**src/rtl/gser_pkg.sv**
```systemverilog
package gser_pkg;

    // Default field widths of one frame
    localparam int FINE_BITS  = 5;
    localparam int SLICE_BITS = 4;
    localparam int COARSE_BITS = 16;

    // Line state of the frame shifter
    typedef enum logic {
        LINE_IDLE = 1'b0,
        LINE_SEND = 1'b1
    } line_state_e;

    function automatic int frame_len(input int gray_w, input int fine_w);
        return 1 + gray_w + fine_w;
    endfunction

endpackage

```
**src/rtl/gser_gray_counter.sv**
```systemverilog
module gser_gray_counter #(
    parameter int CNT_W = gser_pkg::COARSE_BITS
) (
    input  logic             clk,
    input  logic             rst,
    output logic [CNT_W-1:0] gray_o
);

    logic [CNT_W-1:0] bin_q;

    always_ff @(posedge clk) begin
        if (rst) bin_q <= '0;
        else     bin_q <= bin_q + 1'b1;
    end

    // Binary to Gray, one XOR per bit below the top
    assign gray_o[CNT_W-1] = bin_q[CNT_W-1];
    for (genvar gi = 0; gi < CNT_W-1; gi++) begin : g_xor
        assign gray_o[gi] = bin_q[gi] ^ bin_q[gi+1];
    end

    logic past_ok;
    always_ff @(posedge clk) begin
        if (rst) past_ok <= 1'b0;
        else     past_ok <= 1'b1;
    end


    gray_one_step_chk: assert property (@(posedge clk) disable iff (rst)
        past_ok |-> $countones(gray_o ^ $past(gray_o)) == 1);

endmodule

```
**src/rtl/gser_frame_shifter.sv**
```systemverilog
module gser_frame_shifter #(
    parameter int FRAME_W = 10
) (
    input  logic               clk,
    input  logic               rst,
    input  logic               hit_i,
    input  logic [FRAME_W-1:0] frame_i,
    output logic               ser_o,
    output logic               lost_o
);
    import gser_pkg::*;

    localparam int CNT_W = $clog2(FRAME_W + 1);

    line_state_e        state_q;
    logic [FRAME_W-1:0] shreg_q;
    logic [CNT_W-1:0]   left_q;
    logic               can_take;
    logic               take;

    // Free when idle or on the final bit of the current frame
    assign can_take = (state_q == LINE_IDLE) || (left_q == CNT_W'(1));
    assign take     = hit_i && can_take;

    always_ff @(posedge clk) begin
        if (rst) begin
            state_q <= LINE_IDLE;
            shreg_q <= '0;
            left_q  <= '0;
            lost_o  <= 1'b0;
        end else begin
            lost_o <= hit_i && !can_take;
            if (take) begin
                state_q <= LINE_SEND;
                shreg_q <= frame_i;
                left_q  <= CNT_W'(FRAME_W);
            end else if (state_q == LINE_SEND) begin
                shreg_q <= {shreg_q[FRAME_W-2:0], 1'b0};
                left_q  <= left_q - 1'b1;
                if (left_q == CNT_W'(1)) state_q <= LINE_IDLE;
            end
        end
    end

    assign ser_o = shreg_q[FRAME_W-1];


    idle_low_chk: assert property (@(posedge clk) disable iff (rst)
        (state_q == LINE_IDLE) |-> !ser_o);


    start_bit_chk: assert property (@(posedge clk) disable iff (rst)
        take |=> ser_o);


    drop_flag_chk: assert property (@(posedge clk) disable iff (rst)
        (hit_i && state_q == LINE_SEND && left_q != CNT_W'(1)) |=> lost_o);


    drop_keeps_frame_chk: assert property (@(posedge clk) disable iff (rst)
        (hit_i && !can_take) |=> (left_q == $past(left_q) - 1'b1));


    back_to_back_chk: assert property (@(posedge clk) disable iff (rst)
        (hit_i && state_q == LINE_SEND && left_q == CNT_W'(1)) |=> (ser_o && !lost_o));

endmodule

```
**src/rtl/gray_hit_serializer.sv**
```systemverilog
module gray_hit_serializer #(
    parameter int FINE_W = gser_pkg::FINE_BITS,
    parameter int GRAY_W = gser_pkg::SLICE_BITS,
    parameter int CNT_W  = gser_pkg::COARSE_BITS
) (
    input  logic              clk,
    input  logic              rst,
    input  logic              hit_i,
    input  logic [FINE_W-1:0] fine_i,
    output logic              ser_o,
    output logic              lost_o
);

    localparam int FRAME_W = gser_pkg::frame_len(GRAY_W, FINE_W);

    logic [CNT_W-1:0]   gray_full;
    logic [FRAME_W-1:0] frame;

    gser_gray_counter #(.CNT_W(CNT_W)) i_cnt (
        .clk    (clk),
        .rst    (rst),
        .gray_o (gray_full)
    );

    assign frame = {1'b1, gray_full[GRAY_W-1:0], fine_i};

    gser_frame_shifter #(.FRAME_W(FRAME_W)) i_shift (
        .clk     (clk),
        .rst     (rst),
        .hit_i   (hit_i),
        .frame_i (frame),
        .ser_o   (ser_o),
        .lost_o  (lost_o)
    );


    reset_quiet_chk: assert property (@(posedge clk)
        rst |=> (!ser_o && !lost_o));

endmodule

```
**config.mk**
```make
export PLATFORM = sky130hd
export DESIGN_NAME = gray_hit_serializer
export DESIGN_NICKNAME = d
export VERILOG_FILES = /design/src/rtl/gser_pkg.sv /design/src/rtl/gser_gray_counter.sv /design/src/rtl/gser_frame_shifter.sv /design/src/rtl/gray_hit_serializer.sv
export SDC_FILE = /design/constraint.sdc
export NUM_CORES = 1
export LEC_CHECK = 0
export CELL_PAD_IN_SITES_DETAIL_PLACEMENT = 1
export CELL_PAD_IN_SITES_GLOBAL_PLACEMENT = 2
export CORE_ASPECT_RATIO = 2
export CORE_MARGIN = 4
export CORE_UTILIZATION = 44
export CTS_BUF_LIST = sky130_fd_sc_hd__clkbuf_16
export DETAILED_ROUTE_END_ITERATION = 10
export DONT_BUFFER_PORTS = 1
export GPL_ROUTABILITY_DRIVEN = 0
export PLACE_DENSITY_LB_ADDON = 0.1
export REMOVE_ABC_BUFFERS = 1
export SYNTH_ARGS = -nofsm -noshare
export SYNTH_HDL_FRONTEND = slang
export SYNTH_HIERARCHICAL = 1
export SYNTH_SLANG_ARGS = --single-unit
export TNS_END_PERCENT = 100
```
**constraint.sdc**
```tcl
create_clock -name clk -period 2.3 [get_ports clk]
set_clock_uncertainty 0.05 [all_clocks]
set_input_delay 0.115 -clock clk [delete_from_list [all_inputs] [get_ports clk]]
set_output_delay 0.115 -clock clk [all_outputs]
set_load 0.05 [all_outputs]
```
# == Word-level counts from Yosys, hierarchy flattened ==
# Cells that the tools add are included.
# word_totals
register_bits,32
inputBits,8
out_inout_bits,2
wordCells,27
# classes
add_sub_neg,2
n_eq_ne,1
muxes,7
n_bitwise,5
n_reduce_logical,6
# ops
operator,count
$mux 10,2
$add 16x1->16 const B,1
$mux 4,2
$eq 4x1->1 const B,1
$sub 4x1->4 const B,1
$xor 1x1->1,4
$mux 1,3
$logic_and 1x1->1,2
$reduce_bool 2->1,1
$reduce_or 2->1,1
$logic_not 1->1,1
$logic_or 1x1->1,1
$not 1->1,1

# == Logic depth before layout (Yosys ltp) ==
# depth
ltp_word,4
ltp_mapped,6
depth_no_buf,5

# == Cells and area by module ==
# Netlist, hierarchy kept.
# modules_own_cells
module,instances,cells_each,area_per_inst_um2,seq_area_each_um2
gser_frame_shifter,1,98,938.4,320.3
gser_gray_counter,1,83,818.3,320.3
gray_hit_serializer,1,1,3.8,0.0

# == Worst setup path before layout ==
# OpenSTA, ideal clock, no wires.
# synth_path
path_type,reg2reg
from,register i_cnt.bin_q[0]
to,register i_cnt.bin_q[14]
setup_ps,71
t_arrival_ps,1292
t_required_ps,2179
slack_ps,888
path_stages_with_launch,5
n_path_buf,0
synth_period_minus_slack_ps,1412
path_cell_list,dfxtp_1 > ha_1 > nand4_4 > or3_1 > a21oi_1
# synth_via
elab_chain_cells,1
# synth_lines
item,line_no,text
start: declaration,gser_gray_counter.sv:9,logic [CNT_W-1:0] bin_q;
start signal: assignment,gser_gray_counter.sv:13,else bin_q <= bin_q + 1'b1;
$add 16x1->16,gser_gray_counter.sv:13,
# No other way between the ends.
# A chain may end at the register's enable or synchronous reset.

# == Worst setup path in the final report ==
# layout_path
from,register i_shift.left_q[0]
to,register i_shift.shreg_q[7]
# layout_via
elab_chain_cells,4
elab_cells_between_ends,5
classes_between,eq/ne: 1; mux: 1; reduce/logical: 3
# layout_lines
item,line_no,text
start: declaration,gser_frame_shifter.sv:17,logic [CNT_W-1:0] left_q;
start signal: assignment,gser_frame_shifter.sv:36,left_q <= CNT_W'(FRAME_W);
start signal: assignment,gser_frame_shifter.sv:39,left_q <= left_q - 1'b1;
$eq 4x1->1 (*),gser_frame_shifter.sv:22,assign can_take = (state_q == LINE_IDLE) || (left_q == CNT_W'(1));
$logic_or 1x1->1 (*),gser_frame_shifter.sv:22,
$logic_and 1x1->1 (*),gser_frame_shifter.sv:23,assign take = hit_i && can_take;
$mux 10 / $reduce_bool 2->1 (equally long branches),n/a,
end signal: assignment,gser_frame_shifter.sv:35,shreg_q <= frame_i;
end signal: assignment,gser_frame_shifter.sv:38,"shreg_q <= {shreg_q[FRAME_W-2:0], 1'b0};"
end: declaration,gser_frame_shifter.sv:16,logic [FRAME_W-1:0] shreg_q;
# Every way passes the cells marked *; elsewhere a longest branch is shown, timed or not.

==> flow_summary.toml <==
[routing]
routedWlPerCell_um = 17.9
drcViolationCount = 0
dr.pass1.iters = 4
vias_per_cell = 5.89
drt_wl_total_mm = 2.67
vias = 878
first_iter_violations = 19
drtAntennaViolNets = 0

[final_layout]
syn_to_final_growth_pct = 9.78
layout_common_cells = "dfxtp_1 (21), nor2_1 (12), nand2b_1 (8)"
drive_gt1_share_pct = 13.2
layout_commonest_cell = "dfxtp_1"
seq_area_um2 = 420
nFillCells = 292
multi_input_area_um2 = 672
n_antenna_cell = 0
nNetsFinal = 136

[critical_path]
crit_chain = "ha_1 -> nand4bb_1 -> o221a_1 -> o211a_1"
crit_slowest_cell = "nand4bb_1"
crit_family = "compound AO/OA/AOI/OAI gates"
start_kind = "flop"
critPathMaxStageDelay_ns = 0.41
end_kind = "flop"
critical_path_class = "reg2reg"
cp_max_fo = 9
path_buf_inv = 0
arrival_ns = 1.79
required_ns = 2.39

[timing]
slew_violations = 0
worst_pin_slew_ns = 0.776
slew_headroom_pct = 48.1
setup_viol = 0
hold_violations = 0
worst_slack_ns = 0.604
max_freq_mhz = 590
final.period_utilization_pct = 73.7
hold_slack_ns = 0.00601
rsz0062_at_grt = "no"
layout_min_cycle_time_ns = 1.70
tns_ns = 0

[cts]
cts_max_level = 1
path_clk_slew_ns = 0.06
clk_latency_ns = 0.25
cts_setup_buffers = 0
clockRootBuffer = "clkbuf_16"
cts.path.max_buffers = 2
cts_tree = "done"
cts-buffers-inserted = 3
clock-sinks = 21
cts-resized-gates = 0
cts_hold_buffers = 3

[floorplanning]
die_x_um = 44.2
core_um2 = 2540
die_h_um = 80.3
ioPinCount = 10
rows = 26
fp.dieArea_um2 = 3550
start_util_pct = 45.4

[grt]
grt_pass1_wl_mm = 4.55
grt_pass1_vias = 936
grt_max_degree = 24
track_usage_pct = 17.6
antenna_found_initial = 0
overflow = 0

[logic_synthesis]
ys_warn_count = 6
syn_avg_cell_area_um2 = 9.67
synthCells = 119
syn_area_um2 = 1150

[hold_path]
hold_path_class = "in2reg"

[status]
status = "completed"

[pwr]
leakage_nw = 0.526
vdd_drop_max_v = 0.000637
power.density_nw_per_um2 = 742

[placed_design]
hpwl_mm = 1.89
pre_cts_ws_ns = 0.646
io_buffers = 0

[job]
cap_viol_max_count = 0
[routing by layer]
metal	track usage [%]	share of wire (%)
met1	18.1	39
met2	32.9	57
met5	0	0
met3	3.36	2.4
met4	7.25	1.8
[power breakdown]
group / internal (mW) / switching, mW
registers: 0.393 / 0.0344
logic: 0.0740 / 0.0716
clock network: 0.233 / 0.131
total: 0.701 / 0.237
[worst paths after layout]
kind	cells after the start	slack, ns	to	start
hold reg to reg	1	0.40	i_cnt/bin_q[0]	i_cnt/bin_q[0]
hold / removal	2	0.006	i_shift/shreg_q[1]	hit_i
setup / recovery	4	0.60	i_shift/shreg_q[7]	i_shift/left_q[0]
setup reg to reg	4	0.60	i_shift/shreg_q[7]	i_shift/left_q[0]
[through the flow]
stage	instance area [um^2]	power [mW]	cells	util, %
2_1_floorplan	1110	0.537	113	-
3_3_place_gp	1150	0.567	142	45.5
3_5_place_dp	1150	0.571	142	45.5
4_1_cts	1260	0.953	149	49.8
5_1_grt	1260	0.987	149	49.8
6_report	1260	0.937	149	49.8
[registers in the layout, indices dropped and copies added, names as in the netlist]
name and flops:
i_shift/lost_o 1, i_shift/shreg_q 10, i_cnt/bin_q 5, i_shift/left_q 4
i_shift/state_q 1
[layout make-up]
class,count,area share [%]
clock inverters,1,0.396
inverters,5,1.49
clock buffers,3,5.94
well taps,28,2.77
repair buffers,4,2.97
flip-flops and latches,21,33.3
multi-input cells,87,53.2
No activity file was read; power rests on OpenSTA's default activity.
